**src/rtl/dbgm_pkg.sv**
```systemverilog
package dbgm_pkg;

  localparam int IDX_W  = 4;
  localparam int DATA_W = 32;

  // breakpoint type code that performs a context-ID comparison
  localparam logic [3:0] CTX_MATCH_TYPE = 4'd3;

  typedef enum logic [1:0] {
    REG_GLOBAL  = 2'd0,
    REG_BP_CTRL = 2'd1,
    REG_BP_VAL  = 2'd2,
    REG_WP_CTRL = 2'd3
  } reg_kind_e;

  // fields of a control word that the qualifier actually consumes
  typedef struct packed {
    logic [3:0] lnk_num;
    logic [1:0] sec;
    logic       high;
    logic [1:0] priv;
    logic       en;
    logic       linked;
  } cmp_ctl_t;

  function automatic cmp_ctl_t decode_ctl(input logic [DATA_W-1:0] w);
    cmp_ctl_t c;
    c.en      = w[0];
    c.priv    = w[2:1];
    c.high    = w[13];
    c.sec     = w[15:14];
    c.lnk_num = w[19:16];
    c.linked  = w[20];
    return c;
  endfunction

endpackage

```
**src/rtl/dbgm_regbank.sv**
```systemverilog
module dbgm_regbank
  import dbgm_pkg::*;
#(
  parameter int NUM_BP = 4,
  parameter int NUM_WP = 2
) (
  input  logic                           clk,
  input  logic                           rst_n,
  input  logic                           wr_en,
  input  logic [1:0]                     wr_kind,
  input  logic [IDX_W-1:0]               wr_idx,
  input  logic [DATA_W-1:0]              wr_data,
  output logic                           glb_en,
  output cmp_ctl_t [NUM_BP-1:0]          bp_ctl,
  output logic [NUM_BP-1:0][2:0]         bp_typ_hi,
  output logic [NUM_BP-1:0][DATA_W-1:0]  bp_val,
  output cmp_ctl_t [NUM_WP-1:0]          wp_ctl
);

  logic glb_we;
  logic glb_q;

  assign glb_we = wr_en && (wr_kind == REG_GLOBAL);

  always_ff @(posedge clk or negedge rst_n) begin
    if (!rst_n)      glb_q <= 1'b0;
    else if (glb_we) glb_q <= wr_data[15];
  end

  assign glb_en = glb_q;

  for (genvar i = 0; i < NUM_BP; i++) begin : g_bp
    logic                 ctl_we;
    logic                 val_we;
    cmp_ctl_t             ctl_q;
    logic [2:0]           typ_q;
    logic [DATA_W-1:0]    val_q;

    assign ctl_we = wr_en && (wr_kind == REG_BP_CTRL) && (wr_idx == IDX_W'(i));
    assign val_we = wr_en && (wr_kind == REG_BP_VAL)  && (wr_idx == IDX_W'(i));

    always_ff @(posedge clk or negedge rst_n) begin
      if (!rst_n) begin
        ctl_q <= '0;
        typ_q <= '0;
      end else if (ctl_we) begin
        ctl_q <= decode_ctl(wr_data);
        typ_q <= wr_data[23:21];
      end
    end

    always_ff @(posedge clk or negedge rst_n) begin
      if (!rst_n)      val_q <= '0;
      else if (val_we) val_q <= wr_data;
    end

    assign bp_ctl[i]    = ctl_q;
    assign bp_typ_hi[i] = typ_q;
    assign bp_val[i]    = val_q;
  end

  for (genvar j = 0; j < NUM_WP; j++) begin : g_wp
    logic     ctl_we;
    cmp_ctl_t ctl_q;

    assign ctl_we = wr_en && (wr_kind == REG_WP_CTRL) && (wr_idx == IDX_W'(j));

    always_ff @(posedge clk or negedge rst_n) begin
      if (!rst_n)      ctl_q <= '0;
      else if (ctl_we) ctl_q <= decode_ctl(wr_data);
    end

    assign wp_ctl[j] = ctl_q;
  end

endmodule

```
**src/rtl/dbgm_link.sv**
```systemverilog
module dbgm_link
  import dbgm_pkg::*;
#(
  parameter int NUM_BP  = 4,
  parameter int NUM_CTX = 2
) (
  input  logic [IDX_W-1:0]  lnk_num,
  input  logic [NUM_BP-1:0] ctx_ok,
  output logic              link_ok
);

  localparam int FIRST_CTX = NUM_BP - NUM_CTX;

  logic in_range;
  logic sel;

  always_comb begin
    in_range = (int'(lnk_num) < NUM_BP) && (int'(lnk_num) >= FIRST_CTX);
    sel      = 1'b0;
    for (int i = 0; i < NUM_BP; i++) begin
      if (lnk_num == IDX_W'(i)) sel = ctx_ok[i];
    end
    link_ok = in_range && sel;
  end

endmodule

```
**src/rtl/dbgm_qual.sv**
```systemverilog
module dbgm_qual
  import dbgm_pkg::*;
#(
  parameter int NUM_BP  = 4,
  parameter int NUM_CTX = 2,
  parameter bit IS_WP   = 1'b0
) (
  input  logic              hit,
  input  cmp_ctl_t          ctl,
  input  logic [1:0]        cur_el,
  input  logic              cur_secure,
  input  logic              acc_unpriv,
  input  logic [NUM_BP-1:0] ctx_ok,
  output logic              qual
);

  logic [1:0] eff_el;
  logic       sec_ok;
  logic       lvl_ok;
  logic       link_ok;

  dbgm_link #(
    .NUM_BP  (NUM_BP),
    .NUM_CTX (NUM_CTX)
  ) u_link (
    .lnk_num (ctl.lnk_num),
    .ctx_ok  (ctx_ok),
    .link_ok (link_ok)
  );

  always_comb begin
    // unprivileged load/store is judged as level 0 on watchpoints only
    eff_el = (IS_WP && acc_unpriv) ? 2'd0 : cur_el;

    case (ctl.sec)
      2'd0:    sec_ok = 1'b1;
      2'd2:    sec_ok = cur_secure;
      default: sec_ok = !cur_secure;
    endcase

    case (eff_el)
      2'd0:    lvl_ok = ctl.priv[1];
      2'd1:    lvl_ok = ctl.priv[0];
      default: lvl_ok = ctl.high;
    endcase

    qual = hit && ctl.en && sec_ok && lvl_ok && (!ctl.linked || link_ok);
  end

endmodule

```
**src/rtl/dbg_hit_qualifier.sv**
```systemverilog
module dbg_hit_qualifier
  import dbgm_pkg::*;
#(
  parameter int NUM_BP  = 4,
  parameter int NUM_WP  = 2,
  parameter int NUM_CTX = 2
) (
  input  logic              clk,
  input  logic              rst_n,
  input  logic              wr_en,
  input  logic [1:0]        wr_kind,
  input  logic [3:0]        wr_idx,
  input  logic [31:0]       wr_data,
  input  logic              acc_valid,
  input  logic [NUM_BP-1:0] bp_hit,
  input  logic [NUM_WP-1:0] wp_hit,
  input  logic [1:0]        cur_el,
  input  logic              cur_secure,
  input  logic              acc_unpriv,
  input  logic [31:0]       ctx_id,
  output logic              dbg_event
);

  logic                          glb_en;
  cmp_ctl_t [NUM_BP-1:0]         bp_ctl;
  logic [NUM_BP-1:0][2:0]        bp_typ_hi;
  logic [NUM_BP-1:0][DATA_W-1:0] bp_val;
  cmp_ctl_t [NUM_WP-1:0]         wp_ctl;

  logic                          ctx_el_ok;
  logic [NUM_BP-1:0]             ctx_ok;
  logic [NUM_BP-1:0]             bp_qual;
  logic [NUM_WP-1:0]             wp_qual;
  logic                          ev_next;
  logic                          ev_q;

  dbgm_regbank #(
    .NUM_BP (NUM_BP),
    .NUM_WP (NUM_WP)
  ) u_regs (
    .clk       (clk),
    .rst_n     (rst_n),
    .wr_en     (wr_en),
    .wr_kind   (wr_kind),
    .wr_idx    (wr_idx),
    .wr_data   (wr_data),
    .glb_en    (glb_en),
    .bp_ctl    (bp_ctl),
    .bp_typ_hi (bp_typ_hi),
    .bp_val    (bp_val),
    .wp_ctl    (wp_ctl)
  );

  // context comparisons are shared by every comparator that links to them
  assign ctx_el_ok = (cur_el <= 2'd1);

  for (genvar i = 0; i < NUM_BP; i++) begin : g_bp
    assign ctx_ok[i] = ctx_el_ok && bp_ctl[i].en
                    && ({bp_typ_hi[i], bp_ctl[i].linked} == CTX_MATCH_TYPE)
                    && (bp_val[i] == ctx_id);

    dbgm_qual #(
      .NUM_BP  (NUM_BP),
      .NUM_CTX (NUM_CTX),
      .IS_WP   (1'b0)
    ) u_q (
      .hit        (bp_hit[i]),
      .ctl        (bp_ctl[i]),
      .cur_el     (cur_el),
      .cur_secure (cur_secure),
      .acc_unpriv (acc_unpriv),
      .ctx_ok     (ctx_ok),
      .qual       (bp_qual[i])
    );
  end

  for (genvar j = 0; j < NUM_WP; j++) begin : g_wp
    dbgm_qual #(
      .NUM_BP  (NUM_BP),
      .NUM_CTX (NUM_CTX),
      .IS_WP   (1'b1)
    ) u_q (
      .hit        (wp_hit[j]),
      .ctl        (wp_ctl[j]),
      .cur_el     (cur_el),
      .cur_secure (cur_secure),
      .acc_unpriv (acc_unpriv),
      .ctx_ok     (ctx_ok),
      .qual       (wp_qual[j])
    );
  end

  always_comb begin
    ev_next = acc_valid && glb_en && (|{bp_qual, wp_qual});
  end

  always_ff @(posedge clk or negedge rst_n) begin
    if (!rst_n) ev_q <= 1'b0;
    else        ev_q <= ev_next;
  end

  assign dbg_event = ev_q;

endmodule

```
**config.mk**
```make
export PLATFORM = sky130hd
export DESIGN_NAME = dbg_hit_qualifier
export DESIGN_NICKNAME = d
export VERILOG_FILES = /design/src/rtl/dbgm_pkg.sv /design/src/rtl/dbgm_regbank.sv /design/src/rtl/dbgm_link.sv /design/src/rtl/dbgm_qual.sv /design/src/rtl/dbg_hit_qualifier.sv
export SDC_FILE = /design/constraint.sdc
export NUM_CORES = 1
export LEC_CHECK = 0
export BUFFER_PORTS_ARGS = -buffer_cell sky130_fd_sc_hd__buf_2
export CORE_MARGIN = 1
export CORE_UTILIZATION = 40
export CTS_BUF_LIST = sky130_fd_sc_hd__clkbuf_2 sky130_fd_sc_hd__clkbuf_4 sky130_fd_sc_hd__clkbuf_8
export CTS_CLUSTER_DIAMETER = 120
export DETAILED_ROUTE_END_ITERATION = 12
export GPL_ROUTABILITY_DRIVEN = 0
export SYNTH_ARGS = -nofsm -noshare
export SYNTH_HDL_FRONTEND = slang
export SYNTH_HIERARCHICAL = 1
export SYNTH_SLANG_ARGS = --single-unit
```
**constraint.sdc**
```tcl
create_clock -name clk -period 3.7 [get_ports clk]
set_clock_uncertainty 0.15 [all_clocks]
set_input_delay 0.37 -clock clk [delete_from_list [all_inputs] [get_ports clk]]
set_output_delay 0.37 -clock clk [all_outputs]
set_load 0.005 [all_outputs]
```
**Word level (Yosys, flattened, before mapping)**

Cells that the tools add are included.

- Flip-flop bits (word level): 208
- Word-level logic and storage cells: 230

- Order comparisons: 13
- Eq/ne operators: 40
- Muxes and demuxes: 37
- Reduce and logical (&&, ||, !) cells: 94

Operator list:

| cell | count |
|---|---|
| $eq 32x32->1 | 4 |
| $eq 4x2->1 const B | 18 |
| $logic_and 1x1->1 | 64 |
| $eq 4x1->1 const B | 7 |
| $logic_not 4->1 | 7 |
| $ge 4x2->1 const B | 6 |
| $lt 4x3->1 const B | 6 |
| $mux 1 | 24 |
| $pmux 1 s2 | 12 |
| $logic_not 2->1 | 9 |
| $eq 2x2->1 const B | 8 |
| $logic_not 1->1 | 7 |
| $eq 2x1->1 const B | 3 |
| $logic_or 1x1->1 | 6 |
| $reduce_or 6->1 | 1 |
| $le 2x1->1 const B | 1 |
| $mux 2 | 1 |

**Logic depth before layout (Yosys ltp)**

Gate-level depths: netlist of run 1.

- Depth after elaboration: 13
- Mapped depth: 11
- Gate-level depth less buffers: 11

**Cells and area by module**

The synthesis of run 1 kept the hierarchy.

Modules (own cells, without submodules):

| module | instances | cells an instance | area each (sq um) |
|---|---|---|---|
| dbgm_regbank | 1 | 460 | 7783.7 |
| dbg_hit_qualifier | 1 | 190 | 1508.9 |
| dbgm_qual (g_bp[0].u_q ...) | 4 | 8 | 52.6 |
| dbgm_link | 6 | 2 | 25.0 |
| dbgm_qual (g_wp[0].u_q ...) | 2 | 12 | 66.3 |

**Least setup slack after synthesis of run 1**

No wires, ideal clock.

- Kind: input-to-reg
- From: input port ctx_id[30]
- To: register ev_q, in the netlist dbg_event
- Library setup time: 66 ps
- Arrival: 2406 ps
- Required time: 3484 ps
- Slack: 1078 ps
- Stages on the path: 11
- Buffers on the path: 0
- Path through: xor2_1 -> nor4_1 -> nand4_1 -> nor3_2 -> mux2i_1 -> nor4b_2 -> nor2b_1 -> a2111o_1 -> a211oi_1 -> or4_1 -> o311a_1

- Elaborated cells on any way between the ends: 52
- Those cells by class: 4 x eq/ne; 24 x mux; 24 x reduce/logical

RTL lines:

| element | line | text |
|---|---|---|
| start, declared | dbg_hit_qualifier.sv:20 | `input logic [31:0] ctx_id,` |
| $eq 32x32->1 | dbg_hit_qualifier.sv:60 | `&& (bp_val[i] == ctx_id);` |
| $logic_and 1x1->1 | dbg_hit_qualifier.sv:60 |  |
| via ctx_ok[3] | dbg_hit_qualifier.sv:31 | `logic [NUM_BP-1:0] ctx_ok;` |
| $mux 1 | dbgm_link.sv:21 | `if (lnk_num == IDX_W'(i)) sel = ctx_ok[i];` |
| $logic_and 1x1->1 | dbgm_link.sv:23 | `link_ok = in_range && sel;` |
| via g_bp[0].u_q.link_ok | dbgm_qual.sv:20 | `logic link_ok;` |
| $logic_or 1x1->1 | dbgm_qual.sv:47 | `qual = hit && ctl.en && sec_ok && lvl_ok && (!ctl.linked \|\| link_ok);` |
| $logic_and 1x1->1 | dbgm_qual.sv:47 |  |
| via bp_qual[0] | dbg_hit_qualifier.sv:32 | `logic [NUM_BP-1:0] bp_qual;` |
| $reduce_or 6->1 | dbg_hit_qualifier.sv:94 | `ev_next = acc_valid && glb_en && (\|{bp_qual, wp_qual});` |
| $logic_and 1x1->1 | dbg_hit_qualifier.sv:94 |  |
| via ev_next | dbg_hit_qualifier.sv:34 | `logic ev_next;` |
| end signal, assigned | dbg_hit_qualifier.sv:99 | `else ev_q <= ev_next;` |
| end, declared | dbg_hit_qualifier.sv:35 | `logic ev_q;` |

The timed path passes the listed nets, and every way through them passes these cells.
A chain may end at the register's enable or synchronous reset.

**Worst setup path after layout of run 1**

- From: register u_regs.g_bp[3].val_q[0]
- To: register ev_q, in the netlist dbg_event

- Longest elaborated chain between the ends: 8
- Elaborated cells on any way between the ends: 28
- Those cells by class: 1 x eq/ne; 6 x mux; 21 x reduce/logical

RTL lines:

| element | line | text |
|---|---|---|
| start, declared | dbgm_regbank.sv:37 | `logic [DATA_W-1:0] val_q;` |
| start signal, assigned | dbgm_regbank.sv:54 | `else if (val_we) val_q <= wr_data;` |
| $eq 32x32->1 | dbg_hit_qualifier.sv:60 |  |
| $logic_and 1x1->1 | dbg_hit_qualifier.sv:60 |  |
| via ctx_ok[3] | dbg_hit_qualifier.sv:31 |  |
| $mux 1 | dbgm_link.sv:21 |  |
| $logic_and 1x1->1 | dbgm_link.sv:23 |  |
| via g_bp[0].u_q.link_ok | dbgm_qual.sv:20 |  |
| $logic_or 1x1->1 | dbgm_qual.sv:47 |  |
| $logic_and 1x1->1 | dbgm_qual.sv:47 |  |
| via bp_qual[0] | dbg_hit_qualifier.sv:32 |  |
| $reduce_or 6->1 | dbg_hit_qualifier.sv:94 |  |
| $logic_and 1x1->1 | dbg_hit_qualifier.sv:94 |  |
| via ev_next | dbg_hit_qualifier.sv:34 |  |

The timed path passes the listed nets, and every way through them passes these cells.

==> impl_results.md, run 1 <==
- Psw: roughly 0.00092 W
- Crit path launch type: register
- CTS H-tree lvls: 4
- Hold Vio Cnt, Final: 0
- Avg Cell Area, Syn: around 14 um2
- FILL cells: 1436
- Pins Over Slew Limit: 0
- Combinational power share: 0.141
- Flop-to-flop setup slack: ~0.40 ns
- Clock Sink Count: roughly 140
- Number of global-route vias before repair: 4253
- Worst min path class: input port to register
- Core box area: about 0.016 mm2
- Design area: between 0.007 and 0.008 mm2
- Largest net degree at the start of global routing: 86
- GR Util met3: 0.04418
- Total GRT Usage: 0.1876
- Die Width: approximately 130 um
- CP max stage cell: nor4_1
- Setup_tns: 0 ns
- CTS Buffer Depth: 2
- Initial antenna violation count: 0
- Final min period: 3.296 ns
- CTS clk-pin slew, worst paths: ~0.080 ns
- Crit-path cells: xor2_1 -> nor4_1 -> nand3_1 -> nor3_2 -> mux2i_1 -> nor4b_2 -> nor2b_1 -> a2111o_1 -> a211oi_1 -> or4_1 -> o311a_1
- CTS tree: done
- Synthesized net count: between 500 and 600
- Final WS setup: 0.4037 ns
- N_diodes: 0
- DRC: 0
- Layout Nets: approximately 660
- Post-DRT Antenna Nets: 0
- Placed cell area: a little over 0.007 mm2
- Period utilisation layout: 0.8909
- Status: finished clean
- Iteration-0 DRC Markers: between 150 and 200
- Grt ovf: 0
- Leakage: approximately 3.6 nW
- Vias/cell: slightly above 5
- Worst Path Required: between 3 and 4 ns
- Least-Margin Pin Slew: around 0.8 ns
- Die footprint: about 0.017 mm2
- Post-DR wirelength/cell: between 15 and 20 um
- WS Path Type: register to register
- Area Growth Syn to Fin: 18.52%
- Slowest stage delay, CP: 0.55 ns
- # setup viols final: 0
- Critical Path End Type: register
- 1st-pass router iterations: 6
- Layout cells sized above 1: 0.4508
- Met2 Track Usage GR: 0.2941
- Sw Ratio: 0.2524
- WL final: 14460 um
- Num CTS Buffers: 17
- Die height: 129.3 um
- Critical path arrival: roughly 3.5 ns
- Initial core utilization: 0.4094
- Syn Std Cell Area: around 0.0065 mm2
- Max-cap violations: 0
- Power Density: 476.0 mW/mm2
- PortBufs: 84
- DPL Wire Length: 10440 um
- Met1 Use GR: 0.2575
- CTS Root Cell: clkbuf_8
- # rows: 46
- YS warnings: 6
- Fmax: ~300 MHz
- Clock network power share: 0.358
- Headroom to the max-slew limit: 0.4602
- PnR Total Power: 0.003655 W
- I/O pin total: 85
- Internal: 0.002733 W
- First-pass GRT wire length: 23050 um
- Clock Latency Late Sink: between 0.4 and 0.5 ns
- Grt peak-use layer: met2
- RSZ-0062 raised after global routing: no
- Sequential power share: 0.501
- Critical path fanouts, max: 6
- # Post-CTS Setup Buffers: 0
- DP Worst Slack: around 0.34 ns
- Cells after synthesis: 478
- Worst VDD drop: 0.2064 mV
- DR vias: between 4000 and 5000
[registers in the layout, summed over array words and instances (netlist names)]
name / flops
u_regs/glb_en: 1
u_regs/bp_ctl: 44
u_regs/g_bp.typ_q: 6
u_regs/g_bp.val_q: 64
dbg_event: 1
u_regs/wp_ctl: 22
[power by group through the flow]
stage | logic, W | clock network [W] | registers, W
2_1_floorplan | 0.000331 | 0 | 0.00183
3_3_place_gp | 0.000495 | 0 | 0.00185
3_5_place_dp | 0.000507 | 0 | 0.00186
4_1_cts | 0.000523 | 0.00135 | 0.00183
5_1_grt | 0.000566 | 0.00141 | 0.00186
6_report | 0.000515 | 0.00131 | 0.00183
[metal layers]
layer	part of all wire	routed length, um	vias to the layer above
li1	-	-	1918
met1	0.48	6875	2061
met2	0.48	6924	80
met3	0.033	475	18
met4	0.012	179	0
met5	0	0	-
[per-stage QoR]
stage          hold slack, ns  instances  utilization
6_report              0.03155        806       0.4852
5_1_grt               0.01061        806       0.4852
4_1_cts              0.003008        806       0.4852
3_5_place_dp           0.3353        759       0.4485
3_3_place_gp           0.3244        759       0.4485
2_1_floorplan        -0.07559        478            -
[layout make-up]
cell class | instances | area [um2] | area share
clock inverters | 11 | 142.6 | 0.01857
flip-flops and latches | 138 | 3453 | 0.4497
well taps | 216 | 270.3 | 0.03519
multi-input cells | 311 | 2895 | 0.3770
clock buffers | 21 | 289.0 | 0.03763
inverters | 6 | 22.52 | 0.002933
repair buffers | 103 | 606.8 | 0.07902
[worst max-delay path, delay by kind of cell, from the launching register on]
family / cells / cell delay, ns
AOI/OAI and AO/OA: 3 / 0.76
xor gates and xnor gates: 1 / 0.15
DFF: 1 / 0.39
muxes: 1 / 0.17
and+or+nand+nor: 6 / 1.61
[final timing paths]
| check | start | to | cells past startpoint |
|---|---|---|---|
| setup / recovery | u_regs/g_bp[3].val_q[0] | dbg_event | 11 |
| hold / removal | wr_data[5] | u_regs/g_bp[2].val_q[5] | 2 |
| setup reg to reg | u_regs/g_bp[3].val_q[0] | dbg_event | 11 |
| hold reg to reg | u_regs/bp_ctl[25] | u_regs/bp_ctl[25] | 1 |
| max in group asynchronous | rst_n | u_regs/bp_ctl[33] | 3 |
| min in group asynchronous | rst_n | u_regs/wp_ctl[9] | 2 |
[placed cells by master (no fill, tap or decap), drive strengths merged, types with 12 or more instances in the layout]
master,count
buf,88
nor2,12
dfrtp,138
mux2,137
xor2,32
nor2b,14
xnor2,29
dlygate4sd3,15
clkbuf,21
nand4,12
[timing repair]
item                                   in CTS  in global routing
hold buffers                               15                  0
endpoints found under the hold margin     108                  0
gates resized for setup                     0                  0
No activity file was read; power rests on OpenSTA's default activity.
==> inputs of run 2 (changes only) <==
Clock period 3.7 ns to 4.2 ns, I/O delays scaled along.
==> impl_results.md, run 2 (synthesis gave the netlist of run 1 again) <==
- Leakage: 3.568 nW (was 3.628 nW)
- DR vias: 4027 (was 4077)
- Least-Margin Pin Slew: 0.8174 ns (was 0.8073 ns)
- Crit path capture: dbg_event (unchanged)
- Core Util, Final: 0.4753 (was 0.4852)
- CP max stage cell: nor4_1 (unchanged)
- CTS tree: done (unchanged)
- Clock Latency Late Sink: 0.43 ns (was 0.45 ns)
- Die footprint: 0.01671 mm2 (unchanged)
- CTS Buffer Depth: 2 (unchanged)
- CTS resizes: 0 (unchanged)
- Max-cap violations: 0 (unchanged)
- Setup_tns: 0 ns (unchanged)
- Grt peak-use layer: met2 (unchanged)
- Slowest stage delay, CP: 0.54 ns (was 0.55 ns)
- DRC: 0 (unchanged)
- Final min period: 3.276 ns (was 3.296 ns)
- Initial core utilization: 0.4094 (unchanged)
- Status: finished clean (unchanged)
- First-pass GRT wire length: 22860 um (was 23050 um)
- Headroom to the max-slew limit: 0.4534 (was 0.4602)
- Commonest non-fill, non-tap cell in the layout: dfrtp_1 (unchanged)
- # setup viols final: 0 (unchanged)
- Die Width: 129.3 um (unchanged)
- Layout cells sized above 1: 0.4609 (was 0.4508)
- FF-to-FF Start: u_regs/g_bp[3].val_q[1] (was u_regs/g_bp[3].val_q[0])
- Most frequent cells in the layout: dfrtp_1 (138), mux2_2 (137), buf_2 (83), xor2_1 (32), xnor2_1 (29) (unchanged)
- N_diodes: 0 (unchanged)
- CTS H-tree lvls: 4 (unchanged)
- Number of global-route vias before repair: 4267 (was 4253)
- FF-to-FF path depth: 11 (unchanged)
- Worst setup path start: u_regs/g_bp[3].val_q[1] (was u_regs/g_bp[3].val_q[0])
- Grt ovf: 0 (unchanged)
- Met2 Track Usage GR: 0.3008 (was 0.2941)
- Crit-path cells: xor2_1 -> nor4_1 -> nand3_1 -> nor3_2 -> mux2i_1 -> nor4b_2 -> nor2b_1 -> a2111o_1 -> a211oi_1 -> or4_1 -> o311a_1 (unchanged)
- Core box area: 0.01583 mm2 (unchanged)
- WS Path Type: register to register (unchanged)
- Hold Vio Cnt, Final: 0 (unchanged)
- CTS Root Cell: clkbuf_8 (unchanged)
- Post-DR wirelength/cell: 17.92 um (was 17.94 um)
- CTS clk-pin slew, worst paths: 0.07 ns (was 0.08 ns)
- Largest net degree at the start of global routing: 80 (was 86)
- Iteration-0 DRC Markers: 118 (was 193)
- Largest register by flop count: u_regs/g_bp.val_q (unchanged)
- Critical path fanouts, max: 6 (unchanged)
- Period utilisation layout: 0.7800 (was 0.8909)
- Worst VDD drop: 0.1774 mV (was 0.2064 mV)
- Critical Path End Type: register (unchanged)
- Layout Nets: 647 (was 661)
- 1st-pass router iterations: 4 (was 6)
- Power Density: 422.1 mW/mm2 (was 476.0 mW/mm2)
- PnR Total Power: 0.003176 W (was 0.003655 W)
- Num CTS Buffers: 17 (unchanged)
- FILL cells: 1444 (was 1436)
- Die height: 129.3 um (unchanged)
- Fmax: 305.3 MHz (was 303.4 MHz)
- DPL Wire Length: 10540 um (was 10440 um)
- GR Util met3: 0.04046 (was 0.04418)
- WL final: 14180 um (was 14460 um)
- Flop-to-flop setup slack: 0.92 ns (was 0.40 ns)
- I/O pin total: 85 (unchanged)
- Worst min path class: input port to register (unchanged)
- # rows: 46 (unchanged)
- RSZ-0062 raised after global routing: no (unchanged)
- Critical path arrival: 3.49 ns (was 3.53 ns)
- Worst Path Required: 4.42 ns (was 3.93 ns)
- Clock Sink Count: 138 (unchanged)
- Met1 Use GR: 0.2453 (was 0.2575)
- Total GRT Usage: 0.1845 (was 0.1876)
- Reg2Reg Capture Point: dbg_event (unchanged)
- Pins Over Slew Limit: 0 (unchanged)
- Vias/cell: 5.091 (was 5.058)
- Area Growth Syn to Fin: 16.10% (was 18.52%)
- Crit path launch type: register (unchanged)
- PortBufs: 84 (unchanged)
- Largest register FFs: 64 (unchanged)
- Post-DRT Antenna Nets: 0 (unchanged)
- Initial antenna violation count: 0 (unchanged)
## run 2: cell count changes in the layout (fill, tap and decap cells not counted)
cell	delta
dlygate4sd3_1	-14
clkbuf_4	+3
clkinv_4	-2
clkbuf_8	-1
clkinvlp_4	-1
## run 2: worst max-delay path: cells and delay by family, from the launching register on
kind | cells | cell delay, ns
DFF | 1 | 0.40
AOI/OAI and AO/OA | 3 | 0.74
and+or+nand+nor | 6 | 1.62
xor gates and xnor gates | 1 | 0.15
muxes | 1 | 0.16
## run 2: routing by layer
metal / part of all wire / routed length [um]
met1: 0.47 / 6726
met2: 0.48 / 6811
met3: 0.029 / 408
met4: 0.016 / 231
met5: 0 / 0
## run 2: layout make-up
cell class                      instances  area (um2)  share of cell area
Inverter                                6       22.52            0.002994
Tap cell                              216       270.3             0.03592
Timing Repair Buffer                   89       466.7             0.06203
Clock buffer                           23       297.8             0.03958
Multi-Input combinational cell        311        2895              0.3848
Sequential cell                       138        3453              0.4590
Clock inverter                          8       117.6             0.01563
## run 2: worst min path at each step
| stage | cells past startpoint | end | start |
|---|---|---|---|
| final | 2 | u_regs/g_bp[2].val_q[6] | wr_data[6] |
| after global routing | 2 | u_regs/g_bp[3].val_q[3] | wr_data[3] |
| after CTS | 2 | u_regs/g_bp[2].val_q[25] | wr_data[25] |
| after detailed placement | 1 | u_regs/bp_ctl[14] | u_regs/bp_ctl[14] |
| after global placement | 1 | u_regs/bp_ctl[25] | u_regs/bp_ctl[25] |
| after floorplan | 0 | dbg_event | rst_n |
## run 2: repair_timing
action | CTS | global route
hold endpoints to repair | 77 | 0
hold buffers | 1 | 0
endpoints found under the setup margin | 0 | 0
buffers inserted | 0 | 0
## run 2: stage by stage
step | cells | hold WS, ns | worst slack, ns | cell area [um2]
4_1_cts | 791 | 0.05141 | 0.9202 | 7523
3_3_place_gp | 759 | 0.3296 | 0.8498 | 7098
2_1_floorplan | 478 | -0.02559 | 1.528 | 6480
3_5_place_dp | 759 | 0.3371 | 0.7753 | 7098
5_1_grt | 791 | 0.05633 | 0.6030 | 7523
6_report | 791 | 0.07787 | 0.9240 | 7523
## run 2: where the power goes
group | leakage (nW) | total (W) | switching [W] | internal [W]
Clock | 0.216 | 0.00112 | 0.000468 | 0.000647
Sequential | 1.83 | 0.00162 | 0.000112 | 0.00151
Combinational | 1.52 | 0.000443 | 0.000197 | 0.000246
